`src/rtl/ddr_cmd_monitor.sv`:
```
module ddr_cmd_monitor #(
  parameter int BA_W    = 2,
  parameter int ROW_W   = 14,
  parameter int REF_MAX = 1560
) (
  input  logic                          clk,
  input  logic                          rst_n,
  input  logic                          cke,
  input  logic                          cs_n,
  input  logic                          ras_n,
  input  logic                          cas_n,
  input  logic                          we_n,
  input  logic [BA_W-1:0]               ba,
  input  logic [ROW_W-1:0]              addr,
  output logic [3:0]                    cmd_code,
  output logic [(1<<BA_W)-1:0]          bank_open,
  output logic [(1<<BA_W)*ROW_W-1:0]    bank_row,
  output logic [4:0]                    err_flags,
  output logic                          violation
);
  localparam int NB    = 1 << BA_W;
  localparam int REF_W = $clog2(REF_MAX + 1);
  localparam int AP    = 10;

  localparam logic [3:0] C_DES = 4'd0, C_NOP = 4'd1, C_ACT = 4'd2, C_RD = 4'd3,
                         C_WR = 4'd4, C_PRE = 4'd5, C_AREF = 4'd6, C_SREF = 4'd7,
                         C_MRS = 4'd8;

  logic              in_sref, ap_pend;
  logic [2:0]        bl_clk, burst_cnt;
  logic [BA_W-1:0]   ap_bank;
  logic [REF_W-1:0]  ref_cnt;

  logic       live, open_sel, rw_ok, ap_close;
  logic       c_act, c_rd, c_wr, c_pre, c_ref, c_mrs, c_sref;
  logic [3:0] bus, code_d;
  logic [4:0] new_err;

  assign live     = ~in_sref;
  assign bus      = {cs_n, ras_n, cas_n, we_n};
  assign c_act    = live && bus == 4'b0011;
  assign c_rd     = live && bus == 4'b0101;
  assign c_wr     = live && bus == 4'b0100;
  assign c_pre    = live && bus == 4'b0010;
  assign c_ref    = live && bus == 4'b0001;
  assign c_mrs    = live && bus == 4'b0000;
  assign c_sref   = c_ref && !cke;
  assign open_sel = bank_open[ba];
  assign rw_ok    = (c_rd || c_wr) && open_sel;
  assign ap_close = ap_pend && (burst_cnt == 3'd1 || rw_ok);

  always_comb begin
    if (!live || cs_n) code_d = C_DES;
    else if (c_act)    code_d = C_ACT;
    else if (c_rd)     code_d = C_RD;
    else if (c_wr)     code_d = C_WR;
    else if (c_pre)    code_d = C_PRE;
    else if (c_ref)    code_d = cke ? C_AREF : C_SREF;
    else if (c_mrs)    code_d = C_MRS;
    else               code_d = C_NOP;
  end

  assign new_err[0] = (c_rd || c_wr) && !open_sel;
  assign new_err[1] = c_act && open_sel;
  assign new_err[2] = c_mrs && (|bank_open || burst_cnt != 3'd0);
  assign new_err[3] = c_ref && |bank_open;
  assign new_err[4] = live && !c_ref && ref_cnt == REF_W'(REF_MAX - 1);

  always_ff @(posedge clk) begin
    if (!rst_n) begin
      cmd_code  <= C_DES;
      bank_open <= '0;
      bank_row  <= '0;
      err_flags <= '0;
      violation <= 1'b0;
      in_sref   <= 1'b0;
      ref_cnt   <= '0;
      bl_clk    <= 3'd2;
      burst_cnt <= '0;
      ap_pend   <= 1'b0;
      ap_bank   <= '0;
    end else begin
      cmd_code  <= code_d;
      err_flags <= err_flags | new_err;
      violation <= |new_err;

      if (in_sref && cke) in_sref <= 1'b0;
      else if (c_sref)    in_sref <= 1'b1;

      if (c_ref || in_sref)               ref_cnt <= '0;
      else if (ref_cnt != REF_W'(REF_MAX)) ref_cnt <= ref_cnt + 1'b1;

      if (c_mrs) begin
        case (addr[2:0])
          3'd1:    bl_clk <= 3'd1;
          3'd2:    bl_clk <= 3'd2;
          3'd3:    bl_clk <= 3'd4;
          default: bl_clk <= bl_clk;
        endcase
      end

      if (rw_ok)                    burst_cnt <= bl_clk;
      else if (burst_cnt != 3'd0)   burst_cnt <= burst_cnt - 1'b1;

      if (rw_ok) begin
        ap_pend <= addr[AP];
        ap_bank <= ba;
      end else if (ap_close) begin
        ap_pend <= 1'b0;
      end

      for (int i = 0; i < NB; i++) begin
        if (c_act && ba == BA_W'(i) && !bank_open[i]) begin
          bank_open[i] <= 1'b1;
          bank_row[i*ROW_W +: ROW_W] <= addr;
        end else if ((c_pre && (addr[AP] || ba == BA_W'(i))) ||
                     (ap_close && ap_bank == BA_W'(i))) begin
          bank_open[i] <= 1'b0;
        end
      end
    end
  end


  act_opens_chk: assert property (@(posedge clk) disable iff (!rst_n)
    c_act && !open_sel |=> bank_open[$past(ba)]);


  idle_access_chk: assert property (@(posedge clk) disable iff (!rst_n)
    (c_rd || c_wr) && !open_sel |=> violation && err_flags[0]);


  pre_all_chk: assert property (@(posedge clk) disable iff (!rst_n)
    c_pre && addr[AP] |=> bank_open == '0);


  busy_mrs_chk: assert property (@(posedge clk) disable iff (!rst_n)
    c_mrs && |bank_open |=> err_flags[2] && violation);


  sref_quiet_chk: assert property (@(posedge clk) disable iff (!rst_n)
    in_sref |=> cmd_code == C_DES);


  pulse_has_flag_chk: assert property (@(posedge clk) disable iff (!rst_n)
    violation |-> err_flags != 5'd0);


  late_pulse_chk: assert property (@(posedge clk) disable iff (!rst_n)
    $rose(err_flags[4]) |-> violation);
endmodule

```
`config.mk`:
```
export PLATFORM = sky130hd
export DESIGN_NAME = ddr_cmd_monitor
export DESIGN_NICKNAME = d
export VERILOG_FILES = /design/src/rtl/ddr_cmd_monitor.sv
export SDC_FILE = /design/constraint.sdc
export NUM_CORES = 1
export LEC_CHECK = 0
export ABC_AREA = 0
export ABC_CLOCK_PERIOD_IN_PS = 5350
export CORE_ASPECT_RATIO = 2
export CORE_MARGIN = 1
export CORE_UTILIZATION = 31
export CTS_CLUSTER_DIAMETER = 40
export CTS_CLUSTER_SIZE = 40
export DETAILED_ROUTE_END_ITERATION = 10
export GPL_TIMING_DRIVEN = 0
export HOLD_SLACK_MARGIN = 0.08
export SLEW_MARGIN = 20
export SYNTH_ARGS = -nofsm -noshare
export SYNTH_HDL_FRONTEND = slang
export SYNTH_SLANG_ARGS = --single-unit
```
`constraint.sdc`:
```
create_clock -name clk -period 5.35 [get_ports clk]
set_clock_uncertainty 0.2 [all_clocks]
set_input_delay 0.535 -clock clk [delete_from_list [all_inputs] [get_ports clk]]
set_output_delay 0.535 -clock clk [all_outputs]
set_load 0.03 [all_outputs]
```
==> run summary, run 1 <==
die area -> 0.0126 mm^2
DPL Wire Length -> 7.59 mm
# DRC -> 0
Max Clk Rate -> 0.430 GHz
reg2reg setup slack -> 3430 ps
largest net degree at the start of global routing -> 16
Syn Nets -> 416
initial antenna violation count -> 0
sequential element share of the synthesized area -> 48.4%
Post-synth top flop -> dfxtp_1
Synth top area share -> 48.4%
core area -> 0.0118 mm^2
setup TNS -> 0 ps
Hold Path Class -> reg -> reg
top-count cell post-synth -> dfxtp_1
critical path required time -> 5350 ps
Via density -> 4.82
Mean Syn Cell Area -> 9.70 um^2
Clock transition at path regs -> 60 ps
type of the worst setup path -> in -> reg
Layout area overhead -> 36.1%
# setup viols final -> 0
Die W -> 79.9 um
post-CTS setup buffers -> 0
max-cap viol count -> 0
Sink Count -> 91
Hold WS -> 257 ps
antenna viol nets, final -> 0
Post-synth EDFFs -> 0
Max Slew Vio Count -> 0
fin nets -> 513
# rows -> 56
Post-synth top cells -> 91 x dfxtp_1, 77 x nor2_1, 58 x mux2i_1
CTS H-tree depth -> 3
CTS Hold Bufs -> 0
RSZ-0062 raised after global routing -> false
maximum vdd drop -> 0.165 mV
Final GP Congestion -> 0.816
Tcrit/Tclk final -> 43.5%
Netlist cell types -> 50
GR Util All Layers -> 16.9%
WL/cell -> 16.0 um
Synth area leader -> dfxtp_1
Critical Path AT -> 2320 ps
Starting DRT DRC Count -> 85
asr flop ratio synth -> 0%
global route overflow -> 0
number of synthesized register bits -> 91
Ys Warns -> 0
fillers -> 1200
cell area power density -> 304 mW/mm^2
CP Capture Type -> flop
drt total wl -> 10.2 mm
CTS root buffer -> clkbuf_16
Cells after Synth -> 388
PortBufs -> 86
via count -> 3057
Die Y -> 158 um
share of layout cells above drive strength 1 -> 8.18%
Slew headroom -> 57.9%
Final Hold Fails -> 0
n_diodes -> 0
post-cts sizing count -> 0
synth top area cells -> dfxtp_1 48%, mux2i_1 15%, nor2_1 7.7%, a21oi_1 1.9%, nand2_1 1.7%
crit-path max FO -> 10
CP startpoint kind -> input pin
vias in the first global route -> 3042
CTS buffer count -> 9
maximum root-to-sink buffer count -> 2
CTS tree -> built
Initial Utilization -> 32.0%
Mapped Area -> 0.00376 mm^2
DRT Pass-1 Iters -> 4
worst skew pair latency -> 340 ps
first-pass GRT wire length -> 15.9 mm
Worst-Margin Slew -> 631 ps
status -> completed
Min Clock Period, post-route -> 2330 ps
Ports -> 93
Lkg Pwr -> 2.15 nW
[logic make-up after synthesis]
family          synth area share, %
flops                          48.4
simple gates                   19.5
xor+xnor                       2.56
compound gates                 6.15
fa+ha+maj                      1.66
mux                            16.6
buf+inv                        5.12
[stage by stage]
step	std cells	cell area [um^2]	util [%]	total power [mW]	setup slack, ps
finish	634	5120	43.5	1.56	3020
floorplan	388	3760	-	0.836	3370
CTS	634	5120	43.5	1.57	3010
detailed placement	619	4800	40.8	0.895	2670
global route	634	5120	43.5	1.62	2890
global placement	619	4800	40.8	0.892	2680
[sequential cells by signal (all words and copies together) (netlist names)]
| signal | count |
|---|---|
| ap_bank | 2 |
| bl_clk | 3 |
| bank_row | 56 |
| in_sref | 1 |
| bank_open | 4 |
| ref_cnt | 11 |
| cmd_code | 4 |
| burst_cnt | 3 |
| violation | 1 |
| err_flags | 5 |
| ap_pend | 1 |
[where the power goes]
group          total, mW  switching, mW  internal [mW]
Clock              0.677          0.269          0.408
Combinational      0.169         0.0941         0.0747
Sequential         0.710         0.0143          0.695
Total               1.56          0.377           1.18
[per-layer routing]
| layer | vias up | track usage (%) | wire length, um |
|---|---|---|---|
| met5 | - | 0 | 0 |
| met4 | 0 | 8.67 | 292 |
| met3 | 18 | 3.80 | 448 |
| met2 | 88 | 31.1 | 5500 |
| met1 | 1427 | 17.4 | 3930 |
| li1 | 1524 | - | - |
[worst paths after layout]
| check | startpoint | end | cells after the start |
|---|---|---|---|
| setup / recovery | we_n | bank_row[47] | 7 |
| hold / removal | err_flags[4] | err_flags[4] | 2 |
| setup reg to reg | in_sref | bank_open[0] | 4 |
| hold reg to reg | err_flags[4] | err_flags[4] | 2 |
[area by class of cell]
type	count	area, um^2	area share (%)
Sequential cell	91	1820	35.6
Tap cell	145	181	3.54
Inverter	12	45.0	0.880
Clock inverter	6	90.1	1.76
Multi-Input combinational cell	263	1750	34.1
Clock buffer	9	225	4.40
Timing Repair Buffer	86	861	16.8
Buffer	22	148	2.88
[worst max-delay path, stage by stage]
cell and delay [ps]:
clkdlybuf4s50_1 610, nor3b_4 380, and3_1 230, buf_6 150, buf_12 150, mux2i_1 200, nor2_1 60
[layout by cell type (no fill, tap or decap), types with 3 or more instances in the layout]
cell type and n:
nand2b_1 3, nor2b_1 3, and3b_1 4, o2111ai_1 3, xor2_1 6, mux2i_1 58
buf_2 5, o22ai_1 4, clkbuf_1 8, clkdlybuf4s50_1 86, xnor2_1 5, nor2_1 77
a21oi_1 14, ha_1 5, clkbuf_16 9, nor3_1 10, buf_6 5, o21ai_0 9
inv_1 11, nand3_2 3, dfxtp_1 91, nand2_1 17, nand4_1 4, nand3_1 7
(Power assumes the default switching activity.)
==> run 2, diff against run 1 <==
- ABC_CLOCK_PERIOD_IN_PS: 5350 -> 2200
- clock period: 5.35 -> 2.2 ns (I/O delays scaled with it)
==> run 2 against run 1 <==
Against the previous run:
- sequential share of layout area decreased by 0.47 points
- via count increased by 0.69%
- cell count increased by 0.95%
- die area did not move
- wire length is 1.1% higher
- utilization rose by 0.58 points
- sequential cell count is the same
- hold slack worse by 130 ps
- critical path depth grew 2
==> run summary, run 2 (same netlist as run 1, synthesis figures left out) <==
status -> completed
Hold WS -> 122 ps (-135 ps)
Final Hold Fails -> 0 (unchanged)
fillers -> 1196 (-0.33%)
# rows -> 56 (unchanged)
CTS root buffer -> clkbuf_16
vias in the first global route -> 3075 (+1.1%)
first-pass GRT wire length -> 16.1 mm (+1.3%)
DRT Pass-1 Iters -> 4 (unchanged)
Sink Count -> 91 (unchanged)
critical path required time -> 2200 ps (-3150 ps)
Starting DRT DRC Count -> 84 (-1.2%)
Die Y -> 158 um (unchanged)
Max Slew Vio Count -> 0 (unchanged)
RSZ-0062 raised after global routing -> false
fin nets -> 519 (+1.2%)
Via density -> 4.81 (-0.26%)
worst skew pair latency -> 340 ps (about the same)
max reg flops -> 56 (unchanged)
initial antenna violation count -> 0 (unchanged)
PortBufs -> 86 (unchanged)
setup TNS -> 0 ps (unchanged)
DPL Wire Length -> 7.59 mm (unchanged)
type of the worst setup path -> in -> reg
n_diodes -> 0 (unchanged)
drt total wl -> 10.3 mm (+1.1%)
Min Clock Period, post-route -> 2050 ps
metal2 WL -> 5.53 mm (+0.66%)
largest net degree at the start of global routing -> 16 (unchanged)
CTS buffer count -> 9 (unchanged)
Die W -> 79.9 um (unchanged)
register share of total power -> 45.5% (about the same)
combinational power share -> 11.1% (+0.2 points)
Lkg Pwr -> 2.18 nW (+1.4%)
# setup viols final -> 0 (unchanged)
die area -> 0.0126 mm^2 (unchanged)
post-CTS setup buffers -> 0 (unchanged)
Tcrit/Tclk final -> 93.4%
core area -> 0.0118 mm^2 (unchanged)
Layout area overhead -> 37.9%
met3 wire len -> 461 um (+2.9%)
Initial Utilization -> 32.0% (unchanged)
Power, Total -> 3.80 mW (+140%)
crit-path max FO -> 10 (unchanged)
CP startpoint kind -> input pin
Max Used Layer -> met4
clock power share -> 43.5% (about the same)
Switching Fraction -> 24.3% (+0.089 points)
Worst-Margin Slew -> 648 ps (+16.9 ps)
maximum vdd drop -> 0.409 mV (+150%)
Final GP Congestion -> 0.816 (unchanged)
cell area power density -> 732 mW/mm^2 (+140%)
share of layout cells above drive strength 1 -> 8.08% (-0.099 points)
max-cap viol count -> 0 (unchanged)
Critical Path AT -> 2050 ps (-270 ps)
antenna viol nets, final -> 0 (unchanged)
Max Clk Rate -> 0.487 GHz
# DRC -> 0 (unchanged)
P_sw -> 923 uW (+140%)
largest registers -> bank_row (56), ref_cnt (11), err_flags (5)
CP Capture Type -> flop
internal power -> 2.87 mW (+140%)
Slew headroom -> 56.8% (-1.1 points)
commonest cells after routing, fill and taps aside -> 91 x dfxtp_1, 86 x clkdlybuf4s50_1, 77 x nor2_1, 58 x mux2i_1, 17 x nand2_1
via count -> 3078 (+0.69%)
CTS tree -> built
Most flops, register -> bank_row
CTS H-tree depth -> 3 (unchanged)
Hold Path Class -> in -> reg
Clock transition at path regs -> 60 ps (about the same)
global route overflow -> 0 (unchanged)
commonest non-fill, non-tap cell in the layout -> dfxtp_1
WL/cell -> 16.1 um (+0.12%)
Ports -> 93 (unchanged)
maximum root-to-sink buffer count -> 2 (unchanged)
GR Util All Layers -> 17.1% (+0.24 points)
M1 WL -> 3.93 mm (+0.18%)
-- run 2: cell types whose count changed in the layout (fill, tap and decap cells not counted) --
cell           change
dlygate4sd3_1      +6
nor4b_2            -1
nor4b_4            +1
-- run 2: layout make-up --
| class | count | area [um^2] | share of cell area (%) |
|---|---|---|---|
| Inverter | 12 | 45.0 | 0.868 |
| Buffer | 22 | 148 | 2.85 |
| Clock inverter | 6 | 90.1 | 1.74 |
| Tap cell | 145 | 181 | 3.50 |
| Multi-Input combinational cell | 263 | 1760 | 33.9 |
| Timing Repair Buffer | 92 | 921 | 17.7 |
| Clock buffer | 9 | 225 | 4.34 |
| Sequential cell | 91 | 1820 | 35.1 |
-- run 2: power groups by stage --
| stage | clock network, mW | registers, mW | logic (mW) |
|---|---|---|---|
| 2_1_floorplan | 0 | 1.78 | 0.249 |
| 3_3_place_gp | 0 | 1.76 | 0.407 |
| 3_5_place_dp | 0 | 1.76 | 0.412 |
| 4_1_cts | 1.69 | 1.73 | 0.425 |
| 5_1_grt | 1.75 | 1.73 | 0.474 |
| 6_report | 1.65 | 1.73 | 0.420 |
-- run 2: per-stage QoR --
stage               util [%]  worst slack (ps)  instances  area, um^2
floorplan                  -               435        388        3760
global placement        40.8              -150        619        4800
detailed placement      40.8              -170        619        4800
CTS                     44.0               140        640        5180
global route            44.1              36.1        640        5190
finish                  44.1               146        640        5190
-- run 2: routing by layer --
layer	vias up	track usage, %
li1	1541	-
met1	1424	17.5
met4	0	9.10
met2	90	31.6
met5	-	0
met3	23	3.75
-- run 2: timing repair --
item | in CTS | in global routing
resized for setup | 0 | 1
hold endpoints to repair | 15 | 0
setup endpoints to repair | 0 | 1
hold buffers | 6 | 0
-- run 2: worst max-delay path, cell delays in order --
cell and delay, ps:
dlygate4sd3_1 530, buf_2 210, nor2b_1 150, clkbuf_2 190
and3_1 190, buf_6 150, buf_12 150, mux2i_1 200
nor2_1 60
-- run 2: path summary, 6_finish.rpt --
check                                   from           end  slack, ps  depth (start not counted)
worst min register to register  err_flags[4]  err_flags[4]        260                          2
worst max register to register       in_sref   cmd_code[1]        300                          3
worst min-delay path                   ras_n   cmd_code[2]        120                          4
worst max-delay path                   cas_n  bank_row[47]        150                          9
==> run 3, diff against run 2 <==
- CORE_MARGIN: 1 -> 1.5
- CORE_UTILIZATION: 31 -> 43
- PLACE_DENSITY: unset -> 0.71
==> run 3 against run 2 <==
Against the previous run:
- wire length down 3.2%
- cell count down 6.9%
- register-to-register slack about the same
- fmax down 2.4%
- design area down 1.4%
- critical path type unchanged
- largest cell class unchanged
- highest routed layer unchanged
==> run summary, run 3 (same netlist as run 1, synthesis figures left out) <==
Sink Count -> 91 (unchanged)
GRT met3 Usage -> 6.40% (+2.7 points)
Die Y -> 135 um (-14%)
CTS buffer count -> 9 (unchanged)
worst skew pair latency -> 340 ps (about the same)
PortBufs -> 86 (unchanged)
maximum vdd drop -> 0.586 mV (+43%)
Hold Path Class -> in -> reg
die area -> 0.00935 mm^2 (-26%)
Starting DRT DRC Count -> 228 (+170%)
Die W -> 69.1 um (-13%)
Ports -> 93 (unchanged)
slowest cell delay on critical path -> 570 ps (+40 ps)
Final Hold Fails -> 0 (unchanged)
Clock transition at path regs -> 60 ps (about the same)
Worst Reg2Reg Path Length in Cells -> 4 (+1)
share of layout cells above drive strength 1 -> 7.86% (-0.22 points)
Tcrit/Tclk final -> 95.6% (+2.2 points)
global route overflow -> 0 (unchanged)
RSZ-0062 raised after global routing -> false
post-cts sizing count -> 0 (unchanged)
Via density -> 5.34 (+11%)
Critical Path AT -> 2110 ps (+60 ps)
hold wc startpoint -> ba[0]
Layout area overhead -> 35.9%
R2R Path End -> bank_open[0]
R2R Path Start -> in_sref
Final GP Congestion -> 0.959 (+17%)
critical path required time -> 2210 ps (about the same)
drt total wl -> 9.94 mm (-3.2%)
layer carrying the most global-route usage -> met2
type of the worst setup path -> in -> reg
Max Clk Rate -> 0.475 GHz (-2.4%)
largest registers -> bank_row (56), ref_cnt (11), err_flags (5)
largest net degree at the start of global routing -> 15 (-1)
design area -> 0.00511 mm^2 (-1.4%)
Lkg Pwr -> 2.17 nW (-0.47%)
# setup viols final -> 0 (unchanged)
Hold WS -> 90.4 ps (-31.8 ps)
maximum root-to-sink buffer count -> 2 (unchanged)
Inst Count DP -> 574 (-7.3%)
Max Slew Vio Count -> 0 (unchanged)
CP startpoint kind -> input pin
n_diodes -> 0 (unchanged)
commonest non-fill, non-tap cell in the layout -> dfxtp_1
crit-path max FO -> 9 (-1)
CTS root buffer -> clkbuf_16
antenna viol nets, final -> 0 (unchanged)
DPL Wire Length -> 7.35 mm (-3.2%)
commonest cells after routing, fill and taps aside -> 91 x dfxtp_1, 86 x clkdlybuf4s50_1, 77 x nor2_1, 58 x mux2i_1, 17 x nand2_1
fillers -> 764 (-36%)
final worst setup slack -> 96.2 ps (-49.4 ps)
M2 GR Usage -> 40.0% (+8.3 points)
WL/cell -> 16.7 um (+3.9%)
Most flops, register -> bank_row
# rows -> 48 (-14%)
# DRC -> 0 (unchanged)
first-pass GRT wire length -> 16.1 mm (+0.17%)
Min Clock Period, post-route -> 2100 ps (+49.4 ps)
cell area power density -> 729 mW/mm^2 (-0.41%)
initial antenna violation count -> 0 (unchanged)
Initial Utilization -> 43.8% (+12 points)
reg2reg setup slack -> 290 ps (about the same)
Cell Area, Placed -> 0.00475 mm^2 (-1.2%)
crit path launch -> cas_n
hold depth -> 3 (-1)
Slew headroom -> 54.7% (-2.1 points)
via count -> 3183 (+3.4%)
core area -> 0.00859 mm^2 (-27%)
CTS tree -> built
fin nets -> 519 (unchanged)
DRT Pass-1 Iters -> 4 (unchanged)
fin cells -> 596 (-6.9%)
GR Util All Layers -> 22.2% (+5.1 points)
met1 global-route usage -> 22.6% (+5.1 points)
Worst-Margin Slew -> 679 ps (+31.4 ps)
Place WS -> -198 ps (-28.3 ps)
max reg flops -> 56 (unchanged)
CTS H-tree depth -> 3 (unchanged)
max-cap viol count -> 0 (unchanged)
crit-path cells -> dlygate4sd3_1, buf_2, nor4b_2, nand2_2, nor4b_1, o22ai_1
slowest cell on the critical path -> nor4b_2
CP Capture Type -> flop
WHS Endpoint -> ap_bank[0]
vias in the first global route -> 3152 (+2.5%)
status -> completed
==> run 3: layout make-up <==
class	instances	area (um^2)	area share, %
well taps	100	125	2.45
repair buffers	92	921	18.0
inverters	12	45.0	0.881
clock inverters	3	46.3	0.905
multi-input cells	263	1750	34.2
flip-flops and latches	91	1820	35.6
plain buffers	22	148	2.89
clock buffers	13	260	5.09
==> run 3: worst max-delay path by stage <==
stage	end	slack (ps)	depth (start not counted)
floorplan	ref_cnt[2]	430	6
global placement	bank_row[55]	-180	7
detailed placement	bank_row[51]	-200	7
CTS	bank_open[0]	140	6
global route	bank_row[47]	50	7
finish	bank_open[0]	100	6
==> run 3: power by group <==
part           switching (mW)  internal, mW
registers              0.0359          1.69
logic                   0.249         0.190
clock network           0.615         0.945
total                   0.900          2.83
==> run 3: metal layers <==
metal | up-vias | share of wire (%)
met5 | - | 0
met4 | 0 | 4.2
met3 | 31 | 5.8
met2 | 116 | 54
met1 | 1503 | 36
li1 | 1533 | -
==> run 3: timing repair <==
action,CTS,global route
setup endpoints to repair,0,0
hold endpoints to repair,12,0
setup buffers,0,0
hold buffers,6,0
==> run 3: stage by stage <==
stage | total power [mW] | util [%] | TNS (ps)
after floorplan | 2.03 | - | 0
after global placement | 2.18 | 55.3 | -5280
after detailed placement | 2.20 | 55.3 | -6080
after CTS | 3.76 | 59.6 | 0
after global routing | 3.89 | 59.6 | 0
final | 3.73 | 59.6 | 0
==> run 3: worst max-delay path: cells and delay by family <==
kind	cells	cell delay [ps]
AOI/OAI and AO/OA	1	100
buffers and inverters	2	700
and+or+nand+nor	3	1070
